--- config.mk ---
export PLATFORM = sky130hd
export DESIGN_NAME = tern_array
export DESIGN_NICKNAME = d
export VERILOG_FILES = /design/src/rtl/tern_pkg.sv /design/src/rtl/tern_word.sv /design/src/rtl/tern_sel.sv /design/src/rtl/tern_rdor.sv /design/src/rtl/tern_array.sv
export SDC_FILE = /design/constraint.sdc
export NUM_CORES = 2
export LEC_CHECK = 0
export CORE_UTILIZATION = 55
export CTS_BUF_LIST = sky130_fd_sc_hd__clkbuf_8
export DETAILED_ROUTE_END_ITERATION = 10
export DONT_BUFFER_PORTS = 1
export HOLD_SLACK_MARGIN = 0.06
export PLACE_DENSITY_LB_ADDON = 0.08
export SLEW_MARGIN = 30
export SYNTH_ARGS = -nofsm -noshare
export SYNTH_HDL_FRONTEND = slang
export SYNTH_HIERARCHICAL = 1
export SYNTH_SLANG_ARGS = --single-unit
--- constraint.sdc ---
create_clock -name clk_i -period 3.06 [get_ports clk_i]
set_input_delay 0.459 -clock clk_i [delete_from_list [all_inputs] [get_ports clk_i]]
set_output_delay 0.459 -clock clk_i [all_outputs]
set_load 0.03 [all_outputs]
--- src/rtl/tern_pkg.sv ---
package tern_pkg;
  typedef enum logic [1:0] {
    TV_ZERO = 2'b00,
    TV_ONE  = 2'b01,
    TV_DC   = 2'b10
  } tval_e;

  typedef enum logic [2:0] {
    OP_SEARCH  = 3'd0,
    OP_READ    = 3'd1,
    OP_WR_NORM = 3'd2,
    OP_WR_SPEC = 3'd3,
    OP_SHIFT   = 3'd4,
    OP_FILL    = 3'd5,
    OP_MARK    = 3'd6,
    OP_NOP     = 3'd7
  } op_e;

  typedef enum logic [1:0] {
    CMB_AND  = 2'd0,
    CMB_OR   = 2'd1,
    CMB_REPL = 2'd2
  } cmb_e;
endpackage

--- src/rtl/tern_word.sv ---
module tern_word #(
  parameter int CELLS = 16
) (
  input  logic               clk_i,
  input  logic               rst_ni,
  input  logic [2*CELLS-1:0] arg_i,
  input  logic               wr_en_i,
  input  logic               wr_spec_i,
  output logic               mis_o,
  output logic [CELLS-1:0]   ones_o
);
  import tern_pkg::*;

  logic [2*CELLS-1:0] cell_q;
  logic [2*CELLS-1:0] cell_d;
  logic [CELLS-1:0]   bit_mis;

  for (genvar k = 0; k < CELLS; k++) begin : g_cell
    logic [1:0] c;
    logic [1:0] a;
    logic       a_bin;
    assign c          = cell_q[2*k +: 2];
    assign a          = arg_i[2*k +: 2];
    assign a_bin      = (a == TV_ZERO) || (a == TV_ONE);
    assign bit_mis[k] = ((c == TV_ZERO) && (a == TV_ONE)) ||
                        ((c == TV_ONE)  && (a == TV_ZERO));
    assign ones_o[k]  = (c == TV_ONE);
    always_comb begin
      cell_d[2*k +: 2] = c;
      if (wr_en_i && a_bin) cell_d[2*k +: 2] = wr_spec_i ? TV_DC : a;
    end
  end

  assign mis_o = |bit_mis;

  always_ff @(posedge clk_i or negedge rst_ni) begin
    if (!rst_ni) cell_q <= '0;
    else         cell_q <= cell_d;
  end
endmodule

--- src/rtl/tern_sel.sv ---
module tern_sel #(
  parameter int WORDS = 32,
  localparam int IW   = $clog2(WORDS)
) (
  input  logic             clk_i,
  input  logic             rst_ni,
  input  logic             upd_i,
  input  tern_pkg::op_e    op_i,
  input  logic [1:0]       cmb_i,
  input  logic [WORDS-1:0] vec_i,
  input  logic             dir_i,
  input  logic             fill_val_i,
  input  logic [IW-1:0]    idx_i,
  output logic [WORDS-1:0] sel_o,
  output logic             zero_o
);
  import tern_pkg::*;

  logic [WORDS-1:0] q;
  logic [WORDS-1:0] nxt;

  always_comb begin
    nxt = q;
    if (upd_i) begin
      unique case (op_i)
        OP_SEARCH: begin
          case (cmb_e'(cmb_i))
            CMB_AND: nxt = q & vec_i;
            CMB_OR:  nxt = q | vec_i;
            default: nxt = vec_i;
          endcase
        end
        OP_SHIFT: nxt = dir_i ? {q[WORDS-2:0], q[WORDS-1]} : {q[0], q[WORDS-1:1]};
        OP_FILL:  nxt = {WORDS{fill_val_i}};
        OP_MARK: begin
          nxt        = '0;
          nxt[idx_i] = 1'b1;
        end
        default: nxt = q;
      endcase
    end
  end

  always_ff @(posedge clk_i or negedge rst_ni) begin
    if (!rst_ni) begin
      q      <= '0;
      zero_o <= 1'b1;
    end else begin
      q      <= nxt;
      zero_o <= (nxt == '0);
    end
  end

  assign sel_o = q;
endmodule

--- src/rtl/tern_rdor.sv ---
module tern_rdor #(
  parameter int WORDS = 32,
  parameter int CELLS = 16
) (
  input  logic [WORDS-1:0]       sel_i,
  input  logic [WORDS*CELLS-1:0] ones_i,
  output logic [CELLS-1:0]       bus_o
);
  always_comb begin
    bus_o = '0;
    for (int w = 0; w < WORDS; w++)
      if (sel_i[w]) bus_o = bus_o | ones_i[w*CELLS +: CELLS];
  end
endmodule

--- src/rtl/tern_array.sv ---
module tern_array #(
  parameter int WORDS = 32,
  parameter int CELLS = 16
) (
  input  logic                     clk_i,
  input  logic                     rst_ni,
  input  logic                     cmd_valid_i,
  input  logic [2:0]               cmd_op_i,
  input  logic                     dest_i,
  input  logic [1:0]               src_i,
  input  logic                     sel_inv_i,
  input  logic [1:0]               cmb_i,
  input  logic                     mis_inv_i,
  input  logic [2*CELLS-1:0]       arg_i,
  input  logic                     dir_i,
  input  logic                     fill_val_i,
  input  logic [$clog2(WORDS)-1:0] idx_i,
  output logic [CELLS-1:0]         rd_bus_o,
  output logic [WORDS-1:0]         p_o,
  output logic [WORDS-1:0]         s_o,
  output logic                     p_zero_o,
  output logic                     s_zero_o
);
  import tern_pkg::*;

  op_e                    op;
  logic [WORDS-1:0]       mis_vec;
  logic [WORDS-1:0]       hit_vec;
  logic [WORDS-1:0]       word_sel;
  logic [WORDS*CELLS-1:0] ones_flat;
  logic [CELLS-1:0]       bus_d;
  logic                   is_wr;
  logic                   sel_op;
  logic [1:0]             upd;
  logic [WORDS-1:0]       sel_q [2];
  logic [1:0]             zero_q;

  assign op      = op_e'(cmd_op_i);
  assign is_wr   = cmd_valid_i && (op == OP_WR_NORM || op == OP_WR_SPEC);
  assign sel_op  = cmd_valid_i && (op == OP_SEARCH || op == OP_SHIFT ||
                                   op == OP_FILL   || op == OP_MARK);
  assign upd[0]  = sel_op && !dest_i;
  assign upd[1]  = sel_op &&  dest_i;
  assign hit_vec = mis_vec ^ {WORDS{mis_inv_i}};

  always_comb begin
    case (src_i)
      2'd0:    word_sel = sel_q[0];
      2'd1:    word_sel = sel_q[1];
      default: word_sel = '0;
    endcase
    word_sel = word_sel ^ {WORDS{sel_inv_i}};
  end

  for (genvar w = 0; w < WORDS; w++) begin : g_word
    tern_word #(.CELLS(CELLS)) i_word (
      .clk_i     (clk_i),
      .rst_ni    (rst_ni),
      .arg_i     (arg_i),
      .wr_en_i   (is_wr && word_sel[w]),
      .wr_spec_i (op == OP_WR_SPEC),
      .mis_o     (mis_vec[w]),
      .ones_o    (ones_flat[w*CELLS +: CELLS])
    );
  end

  for (genvar v = 0; v < 2; v++) begin : g_sel
    tern_sel #(.WORDS(WORDS)) i_sel (
      .clk_i      (clk_i),
      .rst_ni     (rst_ni),
      .upd_i      (upd[v]),
      .op_i       (op),
      .cmb_i      (cmb_i),
      .vec_i      (hit_vec),
      .dir_i      (dir_i),
      .fill_val_i (fill_val_i),
      .idx_i      (idx_i),
      .sel_o      (sel_q[v]),
      .zero_o     (zero_q[v])
    );
  end

  tern_rdor #(.WORDS(WORDS), .CELLS(CELLS)) i_rdor (
    .sel_i  (word_sel),
    .ones_i (ones_flat),
    .bus_o  (bus_d)
  );

  always_ff @(posedge clk_i or negedge rst_ni) begin
    if (!rst_ni)                            rd_bus_o <= '0;
    else if (cmd_valid_i && op == OP_READ)  rd_bus_o <= bus_d;
  end

  assign p_o      = sel_q[0];
  assign s_o      = sel_q[1];
  assign p_zero_o = zero_q[0];
  assign s_zero_o = zero_q[1];
endmodule

Yosys cells after proc, flatten, opt, wreduce, memory -nomap -nowiden
Cells that the tools add are included.

Bits in read-only memories: 0. Register bits after elaboration: 1106. Memories kept: 0. Input bits: 52. Latch bits: 0. Word-level logic and storage cells: 3823. RAM bits: 0. Output and inout bits: 82.

Divide/modulo/power cells: 0. Reductions and logical operators: 2672. Order comparisons: 2. Shifts and indexed selects: 0. Bitwise operators: 37. Equality and inequality tests: 536. Add/subtract/negate cells: 0. Multipliers: 0. Mux-type cells: 59.

Operator list (number): $logic_and 1x1->1 (1574); $eq 2x1->1 const B (530); $logic_not 2->1 (530); $logic_or 1x1->1 (532); $mux 16 (32); $reduce_or 16->1 (32); $or 16x16->16 (31); $pmux 32 s4 (2); $pmux 32 s2 (3); $mux 32 (4); $and 32x32->32 (2); $logic_not 32->1 (2); $or 32x32->32 (2); $xor 32x32->32 (2); $mux 2 (16); $eq 3x3->1 const B (3); $eq 3x2->1 const B (2); $lt 5x6->1 const B (1); $demux 1 s5 (1); $ge 5x1->1 const B (1); $eq 3x1->1 const B (1); $logic_not 3->1 (1); $logic_not 1->1 (1); $mux 1 (1).

Depth between registers and ports, before layout
Depth after elaboration: 66. Gate-level depth with buffers: 13. Gate-level depth less buffers: 12.

By module
The synthesis kept the hierarchy.

By module, submodules not included: tern_word (sequential area each 800.8 µm², area each 1904.3 µm², times used 32, cells each 153); tern_sel (sequential area each 827.0 µm², area each 3006.6 µm², times used 2, cells each 378); tern_rdor (sequential area each 0.0 µm², area each 2942.8 µm², times used 1, cells each 400); tern_array (sequential area each 400.4 µm², area each 2158.3 µm², times used 1, cells each 227).

Least setup slack after synthesis
OpenSTA, ideal clock, no wires.

Kind: input to register. Start point: in cmd_op_i[1]. End point: reg g_word[0].i_word.cell_q[18]. Path buffers: 1. Stages on the path: 5. Setup time: 0.125 ns. Arrival: 5.888 ns. Data required time: 2.935 ns. Setup slack: -2.953 ns. Path through: nand2_1 nor2_1 buf_2 nor2b_1 mux2_4.

Word-level cells in the longest chain between the ends: 5. Elaborated cells on any way between the ends: 7. Classes of those cells: eq/ne: 2; mux: 1; reduce/logical: 4.

Ends and longest elaborated chain: from (decl) (RTL line tern_array.sv:8) `input logic [2:0] cmd_op_i,`; $eq 3x2->1, on equally long branches (RTL line tern_array.sv:39, tern_array.sv:61); $logic_or 1x1->1 (RTL line tern_array.sv:39) `assign is_wr = cmd_valid_i && (op == OP_WR_NORM || op == OP_WR_SPEC);`; $logic_and 1x1->1 (RTL line tern_array.sv:39); $logic_and 1x1->1 (RTL line tern_array.sv:60) `.wr_en_i (is_wr && word_sel[w]),`; $logic_and 1x1->1 (RTL line tern_word.sv:30) `if (wr_en_i && a_bin) cell_d[2*k +: 2] = wr_spec_i ? TV_DC : a;`; to (signal assigned) (RTL line tern_word.sv:38) `else cell_q <= cell_d;`; to (decl) (RTL line tern_word.sv:14) `logic [2*CELLS-1:0] cell_q;`.

Several ways; a longest one is shown, not always the timed one. A chain may end at the register's enable or synchronous reset.

Worst setup path after layout
Start point: reg g_word[29].i_word.cell_q[16]. End point: reg g_sel[1].i_sel.zero_o.

Word-level cells in the longest chain between the ends: 10. Elaborated cells on any way between the ends: 13. Classes of those cells: eq/ne: 1; mux: 3; bitwise: 3; reduce/logical: 6.

Ends and longest elaborated chain: from (decl) (RTL line tern_word.sv:14); from (signal assigned) (RTL line tern_word.sv:38); $eq 2x1->1 or $logic_not 2->1 (tied branches) (RTL line tern_word.sv:26, tern_word.sv:25); $logic_and 1x1->1, on equally long branches (RTL line tern_word.sv:26, tern_word.sv:25); $logic_or 1x1->1 * (RTL line tern_word.sv:25) `assign bit_mis[k] = ((c == TV_ZERO) && (a == TV_ONE)) ||`; $reduce_or 16->1 * (RTL line tern_word.sv:34) `assign mis_o = |bit_mis;`; named net mis_vec[29] (RTL line tern_array.sv:27) `logic [WORDS-1:0] mis_vec;`; $xor 32x32->32 * (RTL line tern_array.sv:44) `assign hit_vec = mis_vec ^ {WORDS{mis_inv_i}};`; named net hit_vec[29] (RTL line tern_array.sv:28) `logic [WORDS-1:0] hit_vec;`; $or 32x32->32 or $and 32x32->32 (tied branches) (RTL line tern_sel.sv:29, tern_sel.sv:28); $pmux 32 s2 * (RTL line tern_sel.sv:27) `case (cmb_e'(cmb_i))`; $pmux 32 s4 * (RTL line tern_sel.sv:25) `unique case (op_i)`; $mux 32 * (RTL line tern_sel.sv:24) `if (upd_i) begin`; $logic_not 32->1 * (RTL line tern_sel.sv:50) `zero_o <= (nxt == '0);`; to (signal assigned) (RTL line tern_sel.sv:50); to (decl) (RTL line tern_sel.sv:15) `output logic zero_o`.

Mark *: on every way through the listed nets, which the timed path passes. The rest lies on a longest branch.

==> flow_summary.json <==
{
  "hold_class": "in2reg",
  "start_util": 0.555,
  "hold_viol_final": 2,
  "power_leakage_nw": 36.2,
  "postRouteWirelength_mm": 269,
  "fin_crit_ps": 3610,
  "drt_iter0_drc": 6099,
  "synth-seq-area-share": 0.384,
  "numCtsBuffers": 196,
  "worstPathRequired_ps": 3900,
  "grt_max_degree": 190,
  "slowest_stage": "or4_4",
  "place.gp.congestion": 0.933,
  "fin_hold_ws_ps": -139,
  "path_clk_slew_ps": 70,
  "overflow": 0,
  "drc": 0,
  "tritoncts": "done",
  "syn_area_per_cell_um2": 11.5,
  "viasPerCell": 6.28,
  "yosys_most_used_dff": "dfrtp_1",
  "drive_gt1_frac": 0.366,
  "core_um2": 130000,
  "die_x_um": 364,
  "row_count": 132,
  "postSynth.asyncResetShare": 1.00,
  "slowest_delay_ps": 430,
  "cts.sinks": 1106,
  "preCtsSetupSlack_ps": -783,
  "fin_nets": 7007,
  "yosysTopAreaCell": "dfrtp_1",
  "violations": "negative hold slack, negative setup slack",
  "ir_worst_vdd_v": 0.000526,
  "worst_ep_arrival_time_ps": 4450,
  "critPathLaunchType": "flip-flop",
  "synthCells": 6279,
  "finalCritPeriodShare": 1.18,
  "fillers": 10200,
  "rsz0062_at_grt": "yes",
  "setup_slack_ps": -550,
  "dp_hpwl_mm": 155,
  "crit_fanout": 4,
  "synth_common_cells": "dfrtp_1 (1,104), nor2b_1 (1,034), mux2_4 (650), nor3_1 (520), xnor2_1 (512)",
  "finalSetupTns_ps": -1050,
  "crit_chain": "xnor2_1, nor3_1, nor4_2, buf_4, nand4_1, buf_4, xor2_4, o21ai_1, a21oi_1, a211o_1, o32a_1, or3_1, or4_4, nor4_2",
  "max_freq_ghz": 0.277,
  "regToRegSetupSlack_ps": -550,
  "grt_pass1_wl_mm": 388,
  "setup_viol": 2,
  "synth_area_leaders": "dfrtp_1 (38%), mux2_4 (14%), nor2b_1 (9.0%), xnor2_1 (6.2%), nor2b_4 (6.2%)",
  "grtUsageTotal": 0.402,
  "power_density_nw_per_um2": 748,
  "yosysWarnings": 6,
  "synth_area_um2": 72100,
  "cts-hold-fix-buffers": 109,
  "htreeDepth": 4,
  "path_class": "reg2reg",
  "dr_total_vias": 55600,
  "status": "finished with violations",
  "clk-insertion-delay-late_ps": 950,
  "port_buffers": 0,
  "p_total_w": 0.0628,
  "max-slew-margin-rel": 0.257,
  "yosys.cell_types.count": 65,
  "ys_seq_elements": 1106,
  "grt_pass1_vias": 55300,
  "area_growth_pct": 16.6,
  "end_kind": "flip-flop",
  "antenna_found_initial": 21,
  "synth_top_area_share": 0.383,
  "die_h_um": 364,
  "final_util": 0.647,
  "synth_edf_count": 0,
  "syn-num-nets": 6331,
  "clock_skew_ps": 39.2,
  "die_area_um2": 132000,
  "io-pin-count": 134,
  "routedWlPerCell_um": 30.4,
  "tightestPinTransition_ps": 1110,
  "cts_buffer_depth": 3,
  "yosysMostFrequentCell": "dfrtp_1",
  "cts_root_buf": "clkbuf_8",
  "maxCapViolations": 0,
  "dr.pass1.iters": 6,
  "ant_nets": 0,
  "slew_viol_final": 0
}
## registers in the layout, summed over array words and instances (netlist names)
name and flops:
g_sel.i_sel/sel_o 64, g_word.i_word/cell_q 1024, rd_bus_o 16, g_sel.i_sel/zero_o 2
## placed cells by master (no fill, tap or decap), drive strengths merged, types with 5 or more instances in the layout
cell         count
a21boi           5
a21o             8
buf            678
a21oi           90
mux2          1040
a211o            6
nor4           136
diode            6
or4             18
o32a             6
nand2           38
clkbuf         260
mux2i          128
nor2b         1356
dlygate4sd3     73
a221o           32
inv             97
o211ai           6
nor3b            8
clkinvlp         5
xnor2          512
a22o             8
a22oi          298
nor2            96
xor2            64
clkinv          13
nor3           521
nand4           98
nand4b           5
o21ai          117
dfrtp         1104
and2b          192
o22ai           24
o221ai          10
## critical path, delay by kind of cell (launching register included)
kind / cells / cell delay [ps]
and+or+nand+nor: 6 / 1700
DFF: 1 / 400
buffers and inverters: 2 / 490
xor gates and xnor gates: 2 / 310
AOI/OAI and AO/OA: 4 / 610
## layout make-up
cell class,count,area (µm²),area share
tap,1742,2180,0.0259
timing repair buffer,753,7170,0.0853
multi-input combinational,4867,42900,0.511
sequential,1106,27700,0.329
clock inverter,84,370,0.00441
clock buffer,260,3580,0.0426
inverter,31,116,0.00139
antenna,6,15.0,0.000179
## report_power, final
part | leakage, nW | total, W | internal [W] | switching (W)
logic | 19.6 | 0.0266 | 0.0136 | 0.0130
clock network | 2.28 | 0.0142 | 0.00751 | 0.00670
registers | 14.3 | 0.0220 | 0.0185 | 0.00352
## routing by layer
layer	wire length [µm]	vias up	GRT usage
li1	-	23600	-
met1	113000	28500	0.544
met2	116000	2699	0.594
met3	26700	706	0.114
met4	13800	20	0.188
met5	136	-	0
## kinds of logic (layout without fill, tap and decap cells)
kind of cell | count (synthesis) | in the layout | share of synthesized area
muxes | 1168 | 1168 | 0.214
and+or+nand+nor | 2499 | 2499 | 0.245
AOI/OAI and AO/OA | 624 | 624 | 0.0599
other | 0 | 6 | 0
buffers and inverters | 306 | 1128 | 0.0264
DFF | 1106 | 1106 | 0.384
xor gates and xnor gates | 576 | 576 | 0.0700
## repair_timing
action,CTS,global route
resized for setup,19,28
endpoints found under the setup margin,11,27
gates cloned,0,0
setup buffers,0,7
endpoints found under the hold margin,1240,9
pin swaps,8,14
## per-stage QoR
| stage | instance area (µm²) | std cells | hold slack [ps] |
|---|---|---|---|
| 2_1_floorplan | 72100 | 6279 | 163 |
| 3_3_place_gp | 77800 | 8374 | 236 |
| 3_5_place_dp | 78100 | 8382 | 521 |
| 4_1_cts | 83700 | 8835 | -208 |
| 5_1_grt | 84000 | 8845 | -135 |
| 6_report | 84000 | 8849 | -139 |
## final timing paths
kind | to | cells after the start | start
max in group asynchronous | g_word[10].i_word/cell_q[5]$_DFFE_PN0P_ | 5 | rst_ni
min in group asynchronous | g_word[4].i_word/cell_q[2]$_DFFE_PN0P_ | 2 | rst_ni
worst min-delay path | g_sel[0].i_sel/sel_o[11]$_DFF_PN0_ | 2 | cmb_i[0]
worst max register to register | g_sel[1].i_sel/zero_o$_DFF_PN1_ | 14 | g_word[29].i_word/cell_q[16]$_DFFE_PN0P_
worst max-delay path | g_sel[1].i_sel/zero_o$_DFF_PN1_ | 14 | g_word[29].i_word/cell_q[16]$_DFFE_PN0P_
worst min register to register | g_word[19].i_word/cell_q[27]$_DFFE_PN0P_ | 1 | g_word[19].i_word/cell_q[27]$_DFFE_PN0P_
(Power assumes the default switching activity.)
